[src/rtl/irq_source_dispatch_pkg.sv]
// Package: shared source numbering, delivery mode codes and reset value
// for the local interrupt source dispatcher.
package irq_source_dispatch_pkg;

    typedef enum logic [2:0] {
        SRC_TIMER = 3'd0,
        SRC_THERM = 3'd1,
        SRC_PERF  = 3'd2,
        SRC_LINE0 = 3'd3,
        SRC_LINE1 = 3'd4,
        SRC_ERROR = 3'd5
    } src_e;

    localparam logic [2:0] MODE_FIXED  = 3'd0;
    localparam logic [2:0] MODE_SMGMT  = 3'd2;
    localparam logic [2:0] MODE_NONMSK = 3'd4;
    localparam logic [2:0] MODE_INIT   = 3'd5;
    localparam logic [2:0] MODE_EXTERN = 3'd7;

    localparam logic [31:0] ENTRY_RESET = 32'h0001_0000;

    // Sources that ignore their mode field: timer (bit 0) and error (bit 5)
    localparam logic [5:0] FIXED_ONLY_DEFAULT = 6'b10_0001;

endpackage

[src/rtl/irq_source_regs.sv]
// Vector table entry storage.
// Holds one DATA_W-bit entry per source at BASE_OFF + n*STRIDE (exact byte
// offset match). Presents the vector, mode and mask fields of every entry.
// Assumes one write at a time on the bus; reads are combinational.
module irq_source_regs #(
    parameter int unsigned          NUM_SRC   = 6,
    parameter int unsigned          ADDR_W    = 12,
    parameter int unsigned          DATA_W    = 32,
    parameter int unsigned          VEC_W     = 8,
    parameter int unsigned          MODE_LO   = 8,
    parameter int unsigned          MODE_W    = 3,
    parameter int unsigned          MASK_BIT  = 16,
    parameter int unsigned          BASE_OFF  = 'h320,
    parameter int unsigned          STRIDE    = 'h10,
    parameter logic [DATA_W-1:0]    RESET_VAL = 32'h0001_0000
) (
    input  logic                        clk,
    input  logic                        rst_n,
    input  logic [ADDR_W-1:0]           bus_addr,
    input  logic                        bus_wr,
    input  logic [DATA_W-1:0]           bus_wdata,
    output logic [DATA_W-1:0]           bus_rdata,
    output logic [NUM_SRC*VEC_W-1:0]    vec_flat,
    output logic [NUM_SRC*MODE_W-1:0]   mode_flat,
    output logic [NUM_SRC-1:0]          mask_flat
);

    logic [NUM_SRC-1:0]             hit;
    logic [NUM_SRC-1:0][DATA_W-1:0] rd_part;

    for (genvar g = 0; g < NUM_SRC; g++) begin : g_entry
        localparam logic [ADDR_W-1:0] OFF = ADDR_W'(BASE_OFF + g * STRIDE);
        logic [DATA_W-1:0] entry_q;

        assign hit[g] = (bus_addr == OFF);

        // Entry register: reset to masked, load on an addressed write
        always_ff @(posedge clk) begin
            if (!rst_n) begin
                entry_q <= RESET_VAL;
            end else if (bus_wr && hit[g]) begin
                entry_q <= bus_wdata;
            end
        end

        assign rd_part[g]                     = hit[g] ? entry_q : '0;
        assign vec_flat[g*VEC_W +: VEC_W]     = entry_q[VEC_W-1:0];
        assign mode_flat[g*MODE_W +: MODE_W]  = entry_q[MODE_LO +: MODE_W];
        assign mask_flat[g]                   = entry_q[MASK_BIT];
    end

    // Read mux: OR of the (at most one) addressed entry, zero if unmapped
    always_comb begin
        bus_rdata = '0;
        for (int i = 0; i < NUM_SRC; i++) begin
            bus_rdata = bus_rdata | rd_part[i];
        end
    end

endmodule

[src/rtl/irq_source_pick.sv]
// Pending capture and fixed-priority service selection.
// Fire strobes set pending bits; the lowest-numbered pending source is
// granted each cycle and its bit cleared at the same edge. A fire on the
// granted source in that same cycle re-arms it.
module irq_source_pick #(
    parameter int unsigned NUM_SRC = 6,
    parameter int unsigned IDX_W   = $clog2(NUM_SRC)
) (
    input  logic                clk,
    input  logic                rst_n,
    input  logic [NUM_SRC-1:0]  fire,
    output logic [NUM_SRC-1:0]  pending,
    output logic [NUM_SRC-1:0]  grant,
    output logic [IDX_W-1:0]    grant_idx
);

    logic [NUM_SRC-1:0] pending_q;
    assign pending = pending_q;

    // Lowest-index-first selection among pending sources
    always_comb begin
        logic found;
        found     = 1'b0;
        grant     = '0;
        grant_idx = '0;
        for (int i = 0; i < NUM_SRC; i++) begin
            if (pending_q[i] && !found) begin
                grant[i]  = 1'b1;
                grant_idx = IDX_W'(i);
                found     = 1'b1;
            end
        end
    end

    // Pending state: clear the served bit, merge in new fires
    always_ff @(posedge clk) begin
        if (!rst_n) begin
            pending_q <= '0;
        end else begin
            pending_q <= (pending_q & ~grant) | fire;
        end
    end

endmodule

[src/rtl/irq_source_judge.sv]
// Mask and delivery mode evaluation for the granted source.
// Produces registered one-cycle request or error pulses. Sources flagged
// in FIXED_ONLY are treated as fixed regardless of their mode field.
module irq_source_judge
    import irq_source_dispatch_pkg::*;
#(
    parameter int unsigned          NUM_SRC    = 6,
    parameter int unsigned          VEC_W      = 8,
    parameter int unsigned          MODE_W     = 3,
    parameter int unsigned          IDX_W      = $clog2(NUM_SRC),
    parameter logic [NUM_SRC-1:0]   FIXED_ONLY = FIXED_ONLY_DEFAULT
) (
    input  logic                        clk,
    input  logic                        rst_n,
    input  logic                        grant_any,
    input  logic [IDX_W-1:0]            grant_idx,
    input  logic [NUM_SRC*VEC_W-1:0]    vec_flat,
    input  logic [NUM_SRC*MODE_W-1:0]   mode_flat,
    input  logic [NUM_SRC-1:0]          mask_flat,
    output logic                        req_valid,
    output logic [VEC_W-1:0]            req_vector,
    output logic [IDX_W-1:0]            req_src,
    output logic                        mode_err
);

    logic [VEC_W-1:0]  vec_sel;
    logic [MODE_W-1:0] mode_sel;
    logic              mask_sel;
    logic              fixed_sel;
    logic              deliver;
    logic              reject;

    // Field selection for the granted source and delivery decision
    always_comb begin
        vec_sel   = vec_flat[grant_idx*VEC_W +: VEC_W];
        mode_sel  = mode_flat[grant_idx*MODE_W +: MODE_W];
        mask_sel  = mask_flat[grant_idx];
        fixed_sel = FIXED_ONLY[grant_idx] || (mode_sel == MODE_W'(MODE_FIXED));
        deliver   = grant_any && !mask_sel && fixed_sel;
        reject    = grant_any && !mask_sel && !fixed_sel;
    end

    // Output register: one pulse per served source
    always_ff @(posedge clk) begin
        if (!rst_n) begin
            req_valid  <= 1'b0;
            mode_err   <= 1'b0;
            req_vector <= '0;
            req_src    <= '0;
        end else begin
            req_valid  <= deliver;
            mode_err   <= reject;
            req_vector <= deliver ? vec_sel : '0;
            req_src    <= grant_any ? grant_idx : '0;
        end
    end

endmodule

[src/rtl/irq_source_dispatch.sv]
// Local interrupt source dispatcher (top).
// Six sources fire into pending bits; one is served per cycle in fixed
// priority order; its vector table entry decides between a vector request,
// an unhandled-mode error pulse, or nothing (masked). Assumes fire strobes
// are synchronous to clk.
module irq_source_dispatch
    import irq_source_dispatch_pkg::*;
#(
    parameter int unsigned          NUM_SRC    = 6,
    parameter int unsigned          ADDR_W     = 12,
    parameter int unsigned          DATA_W     = 32,
    parameter int unsigned          VEC_W      = 8,
    parameter int unsigned          MODE_LO    = 8,
    parameter int unsigned          MODE_W     = 3,
    parameter int unsigned          MASK_BIT   = 16,
    parameter int unsigned          BASE_OFF   = 'h320,
    parameter int unsigned          STRIDE     = 'h10,
    parameter logic [NUM_SRC-1:0]   FIXED_ONLY = FIXED_ONLY_DEFAULT
) (
    input  logic                         clk,
    input  logic                         rst_n,
    input  logic [ADDR_W-1:0]            bus_addr,
    input  logic                         bus_wr,
    input  logic [DATA_W-1:0]            bus_wdata,
    output logic [DATA_W-1:0]            bus_rdata,
    input  logic [NUM_SRC-1:0]           src_fire,
    output logic                         req_valid,
    output logic [VEC_W-1:0]             req_vector,
    output logic [$clog2(NUM_SRC)-1:0]   req_src,
    output logic                         mode_err
);

    localparam int unsigned IDX_W = $clog2(NUM_SRC);

    logic [NUM_SRC*VEC_W-1:0]  vec_flat;
    logic [NUM_SRC*MODE_W-1:0] mode_flat;
    logic [NUM_SRC-1:0]        mask_vec;
    logic [NUM_SRC-1:0]        pending;
    logic [NUM_SRC-1:0]        grant;
    logic [IDX_W-1:0]          grant_idx;
    logic                      grant_any;

    assign grant_any = |grant;

    irq_source_regs #(
        .NUM_SRC   (NUM_SRC),
        .ADDR_W    (ADDR_W),
        .DATA_W    (DATA_W),
        .VEC_W     (VEC_W),
        .MODE_LO   (MODE_LO),
        .MODE_W    (MODE_W),
        .MASK_BIT  (MASK_BIT),
        .BASE_OFF  (BASE_OFF),
        .STRIDE    (STRIDE),
        .RESET_VAL (DATA_W'(ENTRY_RESET))
    ) regs_i (
        .clk       (clk),
        .rst_n     (rst_n),
        .bus_addr  (bus_addr),
        .bus_wr    (bus_wr),
        .bus_wdata (bus_wdata),
        .bus_rdata (bus_rdata),
        .vec_flat  (vec_flat),
        .mode_flat (mode_flat),
        .mask_flat (mask_vec)
    );

    irq_source_pick #(
        .NUM_SRC   (NUM_SRC),
        .IDX_W     (IDX_W)
    ) pick_i (
        .clk       (clk),
        .rst_n     (rst_n),
        .fire      (src_fire),
        .pending   (pending),
        .grant     (grant),
        .grant_idx (grant_idx)
    );

    irq_source_judge #(
        .NUM_SRC    (NUM_SRC),
        .VEC_W      (VEC_W),
        .MODE_W     (MODE_W),
        .IDX_W      (IDX_W),
        .FIXED_ONLY (FIXED_ONLY)
    ) judge_i (
        .clk        (clk),
        .rst_n      (rst_n),
        .grant_any  (grant_any),
        .grant_idx  (grant_idx),
        .vec_flat   (vec_flat),
        .mode_flat  (mode_flat),
        .mask_flat  (mask_vec),
        .req_valid  (req_valid),
        .req_vector (req_vector),
        .req_src    (req_src),
        .mode_err   (mode_err)
    );

endmodule

[config.mk]
export PLATFORM = sky130hd
export DESIGN_NAME = irq_source_dispatch
export DESIGN_NICKNAME = d
export VERILOG_FILES = /design/src/rtl/irq_source_dispatch_pkg.sv /design/src/rtl/irq_source_regs.sv /design/src/rtl/irq_source_pick.sv /design/src/rtl/irq_source_judge.sv /design/src/rtl/irq_source_dispatch.sv
export SDC_FILE = /design/constraint.sdc
export NUM_CORES = 1
export LEC_CHECK = 0
export BUFFER_PORTS_ARGS = -buffer_cell sky130_fd_sc_hd__buf_2
export CORE_AREA = 2 2 131 133
export CTS_CLUSTER_DIAMETER = 40
export DETAILED_ROUTE_END_ITERATION = 7
export DIE_AREA = 0 0 133 135
export GPL_TIMING_DRIVEN = 0
export HOLD_SLACK_MARGIN = 0.06
export PLACE_DENSITY = 0.79
export SYNTH_ARGS = -nofsm -noshare
export SYNTH_HDL_FRONTEND = slang
export SYNTH_SLANG_ARGS = --single-unit
[constraint.sdc]
create_clock -name clk -period 2.3 [get_ports clk]
set_input_delay 0 -clock clk [delete_from_list [all_inputs] [get_ports clk]]
set_output_delay 0 -clock clk [all_outputs]
set_load 0.01 [all_outputs]
After elaboration in Yosys (flattened, before gate mapping)
Memory sizes are Yosys's and may differ from the RTL's.
Cells that the tools add are included.

operators by class
  multiply operators = 1
  $lt $le $gt $ge = 1
  equality and inequality tests = 6
  shift operators = 2
  muxes and demuxes = 24
  bitwise gates (word level) = 8
  reductions and logical operators = 26

operators by type and width
  operator                number
  $mux W32                6
  $or A32 B32 Y32         5
  $eq A12 B10 Y1 const B  6
  $shiftx A48 B7 Y8       1
  $shiftx A18 B6 Y3       1
  $logic_and A1 B1 Y1     14
  $mux W1                 13
  $logic_not A1 Y1        7
  $and A6 B6 Y6           1
  $mux W3                 2
  $not A6 Y6              1
  $or A6 B6 Y6            1
  $reduce_or A6 Y1        1
  $mul A3 B2 Y5 const B   1
  $lt A3 B4 Y1 const B    1
  $mux W2                 2
  $reduce_and A2 Y1       2
  $bmux W1 S3             1
  $logic_not A3 Y1        1
  $logic_or A1 B1 Y1      1

word-level totals
  bits in registers = 211
  memory bits (read-only) = 8
  logic and storage cells = 80
  memories kept = 1

memory list
  name              words  width  rd ports  clocked after Yosys merged registers in  wr ports  line                    text
  (name not given)  8      1      1         0                                        0         irq_source_judge.sv:38  fixed_sel = FIXED_ONLY[grant_idx] || (mode_sel == MODE_W'(MODE_FIXED));

Longest topological paths before layout
  word-level depth = 22
  mapped depth = 8
  mapped depth without buffers = 5

By module
From an unflattened synthesis, not the netlist that was laid out.

second synthesis, totals
  cells, all modules = 1089
  area total of the unflattened synthesis = 9406.5 um^2

by module, submodules not included
  module               times used  cells each  area each (um^2)  seq. area each (um^2)
  irq_source_regs      1           952         8219.1            3843.7
  irq_source_judge     1           100         875.8             260.2
  irq_source_pick      1           34          297.8             120.1
  irq_source_dispatch  1           3           13.8              0.0

Worst setup path before layout
OpenSTA, ideal clock, no wires.

  kind = register -> register
  start = register pick_i.pending_q[1] (netlist: pick_i.pending[1])
  end = register judge_i.req_vector[0]
  setup time = 0.125 ns
  data arrival time = 1.734 ns
  data required time = 2.175 ns
  setup slack = 0.441 ns
  cell stages (with the launch flop) = 9
  clock period less this slack = 1.859 ns
  cells stage by stage = dfxtp_1 -> buf_6 -> or4_4 -> buf_6 -> nand2b_4 -> clkbuf_1 -> o21ai_0 -> o32a_1 -> nor2_1

on the way
  word-level cells in the longest chain between the ends = 20

RTL lines
  item                                                       line                                            text
  start, declared                                            irq_source_pick.sv:17                           logic [NUM_SRC-1:0] pending_q;
  start signal, assigned                                     irq_source_pick.sv:40                           pending_q <= (pending_q & ~grant) | fire;
  $logic_and A1 B1 Y1 *                                      irq_source_pick.sv:27                           if (pending_q[i] && !found) begin
  $mux W1                                                    irq_source_pick.sv:27
  $logic_not A1 Y1                                           irq_source_pick.sv:27
  $logic_and A1 B1 Y1                                        irq_source_pick.sv:27
  $mux W1                                                    irq_source_pick.sv:27
  $logic_not A1 Y1                                           irq_source_pick.sv:27
  $logic_and A1 B1 Y1                                        irq_source_pick.sv:27
  $mux W1                                                    irq_source_pick.sv:27
  (+4 left out)                                              -
  $logic_and A1 B1 Y1                                        irq_source_pick.sv:27
  $mux W3                                                    irq_source_pick.sv:27
  $mul A3 B2 Y5 or $bmux W1 S3 (tied branches)               irq_source_judge.sv:36, irq_source_judge.sv:37
  $shiftx A18 B6 Y3 or $mux W1 (tied branches)               irq_source_judge.sv:36, irq_source_judge.sv:37
  $logic_not A3 Y1 or $logic_not A1 Y1 (tied branches)       irq_source_judge.sv:38, irq_source_judge.sv:39
  $logic_or A1 B1 Y1 or $logic_and A1 B1 Y1 (tied branches)  irq_source_judge.sv:38, irq_source_judge.sv:39
  $logic_and A1 B1 Y1                                        irq_source_judge.sv:39                          deliver = grant_any && !mask_sel && fixed_sel;
  $reduce_and A2 Y1 (no source line)                         -
  end signal, assigned                                       irq_source_judge.sv:53                          req_vector <= deliver ? vec_sel : '0;
  end, declared                                              irq_source_judge.sv:21                          output logic [VEC_W-1:0] req_vector,

Mark *: on every way between the ends. The rest lies on a longest branch, timed or not. The select of a mux whose other input is x is not followed.
A chain may end at the register's enable or synchronous reset.

Worst setup path in the final report
  start = register pick_i.pending_q[3] (netlist: pick_i.pending[3])
  end = register judge_i.req_vector[7]

on the way
  word-level cells in the longest chain between the ends = 14

RTL lines
  item                                                       line
  $logic_and A1 B1 Y1 *                                      irq_source_pick.sv:27
  $mux W1                                                    irq_source_pick.sv:27
  $logic_not A1 Y1                                           irq_source_pick.sv:27
  $logic_and A1 B1 Y1                                        irq_source_pick.sv:27
  $mux W1                                                    irq_source_pick.sv:27
  $logic_not A1 Y1                                           irq_source_pick.sv:27
  $logic_and A1 B1 Y1                                        irq_source_pick.sv:27
  $mux W3                                                    irq_source_pick.sv:27
  $mul A3 B2 Y5 or $bmux W1 S3 (tied branches)               irq_source_judge.sv:36, irq_source_judge.sv:37
  $shiftx A18 B6 Y3 or $mux W1 (tied branches)               irq_source_judge.sv:36, irq_source_judge.sv:37
  $logic_not A3 Y1 or $logic_not A1 Y1 (tied branches)       irq_source_judge.sv:38, irq_source_judge.sv:39
  $logic_or A1 B1 Y1 or $logic_and A1 B1 Y1 (tied branches)  irq_source_judge.sv:38, irq_source_judge.sv:39
  $logic_and A1 B1 Y1                                        irq_source_judge.sv:39
  $reduce_and A2 Y1 (no source line)                         -

Marks and branches as above.

==> reports/results.tsv <==
metric	value	unit
status	completed	
fin_util	0.708	
clockBufferDepth	3	
max-slew-margin-rel	0.252	
stdcell_count	1527	
synth_edf_count	0	
finalInstanceArea	11600	sq um
cp-startpoint	pick_i.pending[3]	
critical_path.top_delay_family	compound AO/OA/AOI/OAI gates	
worstPathBufferInverterCount	2	
required	2.73	ns
ir_worst_vdd	594	uV
route.final.wire_length	32.7	mm
cts_root_buf	clkbuf_16	
slowest_delay	0.55	ns
wl_met1	12.5	mm
p_leak	4.55	nW
routed_via_density	6.32	
multi_input_area	4720	sq um
cts_buffers	29	
fp.dieArea	18000	sq um
dieHeight	135	um
drt_pass1_iterations	5	
drt_iter0_drc	1273	
async_reset_ff_frac	0	
fin_nets	1337	
grt_util_all_layers	0.357	
cp_common_cell	buf_2	
yosysMostFrequentCell	dfxtp_1	
cpMaxStageDelayCell	dfxtp_1	
initial_core_util	0.571	
grt_pass1_wl	49.9	mm
syn_area_per_cell	8.40	sq um
clock-skew-final	0.0102	ns
rsz0062_at_grt	false	
yosysSeqAreaShare	0.451	
finalHoldViolations	0	
layout_min_cycle_time	2.23	ns
grt_max_degree	15	
rows	47	
clock_power_share	0.520	
combPwrFrac	0.069	
num_antenna_cells	0	
syn2layout_area_growth	23.9	%
grt-ovfl-total	0	
cts_sinks	211	
seqPwrFrac	0.411	
dr_wl_met3	4.14	mm
ant_nets	0	
antenna_found_initial	1	
syn-cell-area	9370	sq um
routed-wl-met2	14.6	mm
cts_tree	done	
synthFlopType	dfxtp_1	
ys_types	51	
yosys_warnings	0	
crit_path_end_kind	flop	
dp_hpwl	21.1	mm
synth_fp_nets	1168	
clk_pin_slew	0.06	ns
synth_top_area_share	0.451	
layout-drive-gt1-share	0.190	
place_ws	-0.101	ns
htreeDepth	1	
p_switching	2.18	mW
regArea	4220	sq um
p_total	8.96	mW
grt_pass1_vias	9191	
fillers	1268	
synthTopCellsByCount	dfxtp_1 (211), nand2_1 (191), o21ai_0 (118)	
die_width	133	um
place_inst	1431	
synthCells	1115	
tightest_slew	1.12	ns
path_max_fanout	10	
critPathKind	reg2reg	
finalSetupViolations	0	
rr_startpoint	pick_i.pending[3]	
ioPinCount	98	
wl_per_cell	21.4	um
synth_top_cell_by_area	dfxtp_1	
cp.arrival	2.66	ns
synthTopCellsByArea	dfxtp_1 (45%), nand2_1 (7.7%), mux2i_1 (6.9%), o21ai_0 (6.3%), a31o_2 (5.4%)	
max_cap_violations	0	
hold_ws	0.205	ns
fin_ws	0.0685	ns
drv_slew	0	
clock_latency	0.55	ns
powerDensity	772	nW/um^2
crit_chain	or2_1 > buf_2 > nand2_1 > buf_2 > a211oi_1 > o32a_1 > nor2_1	
fin_crit_sh	0.970	
coreArea	16400	sq um
placed_cell_area	10100	sq um
hp-class	in2reg	
topRoutingLayerUsed	met5	
drc	0	
vias	9656	
ys_ff_latch	211	
worstHoldStart	src_fire[0]	
intPower	6.78	mW
setup-tns-final	0	ns
portBuffers	96	
swShare	0.244	
fmax	448	MHz
start_kind	flop	
gp_congestion	0.980	
==> final timing paths <==
path / endpoint / slack, ns / cells after the start
setup / recovery: judge_i.req_vector[7] / 0.07 / 7
hold / removal: pick_i.pending[0] / 0.20 / 3
setup reg to reg: judge_i.req_vector[7] / 0.07 / 7
hold reg to reg: regs_i.g_entry[3].entry_q[15] / 0.45 / 2
==> routing by layer <==
layer / up-vias / GRT usage
li1: 4302 / -
met1: 4539 / 0.462
met2: 698 / 0.558
met3: 115 / 0.0908
met4: 2 / 0.175
met5: - / 0.00556
==> layout by cell type, fill, tap and decap left out, types with 5 or more instances in the layout <==
master         count
dfxtp_1          211
nand2_1          191
o21ai_0          118
buf_2            111
nor2_1            90
nand3_1           72
clkbuf_1          71
mux2i_1           65
a31o_2            58
a21boi_1          46
dlygate4sd3_1     41
clkbuf_16         29
a22oi_1           24
and3_1            19
a21boi_0          16
a211oi_1          15
o32a_1             8
buf_1              7
a221oi_1           7
a21oi_1            6
o21ai_1            6
o22ai_1            6
clkinvlp_4         6
clkbuf_2           5
inv_6              5
==> what timing repair did <==
item	4_1_cts	5_1_grt
pin swaps	0	1
buffers inserted	0	2
gates resized for setup	4	8
endpoints found under the setup margin	25	19
hold buffers	41	0
cloned	0	0
endpoints found under the hold margin	199	0
==> power groups by stage <==
stage / clock [mW] / sequential, mW / combinational, mW
global placement: 0 / 3.76 / 0.524
detailed placement: 0 / 3.76 / 0.527
CTS: 4.65 / 3.68 / 0.586
floorplan: 0 / 3.76 / 0.305
global route: 4.81 / 3.68 / 0.644
finish: 4.66 / 3.68 / 0.618
==> cells by family after synthesis <==
kind of cell,share of synthesized area
simple gates,0.188
buf+inv,0.0489
flops,0.451
mux,0.0718
compound gates,0.240
==> area by class of cell <==
| cell class | count | area share |
|---|---|---|
| clock buffer | 32 | 0.0661 |
| sequential | 211 | 0.364 |
| clock inverter | 22 | 0.0220 |
| multi-input combinational | 796 | 0.406 |
| inverter | 4 | 0.00129 |
| timing repair buffer | 139 | 0.0780 |
| tap | 220 | 0.0237 |
| buffer | 103 | 0.0389 |
==> tightest hold or removal path: cells and delay by family <==
kind,cells,cell delay (ns)
simple gates,1,0.10
buf+inv,2,0.62
==> state kept, by name, indices dropped and copies added (netlist names) <==
| name | count |
|---|---|
| regs_i.g_entry.entry_q | 192 |
| judge_i.req_vector | 8 |
| pick_i.pending | 6 |
| judge_i.req_src | 3 |
| judge_i.mode_err | 1 |
| judge_i.req_valid | 1 |
Note: power is estimated with default switching activity, not from simulation.
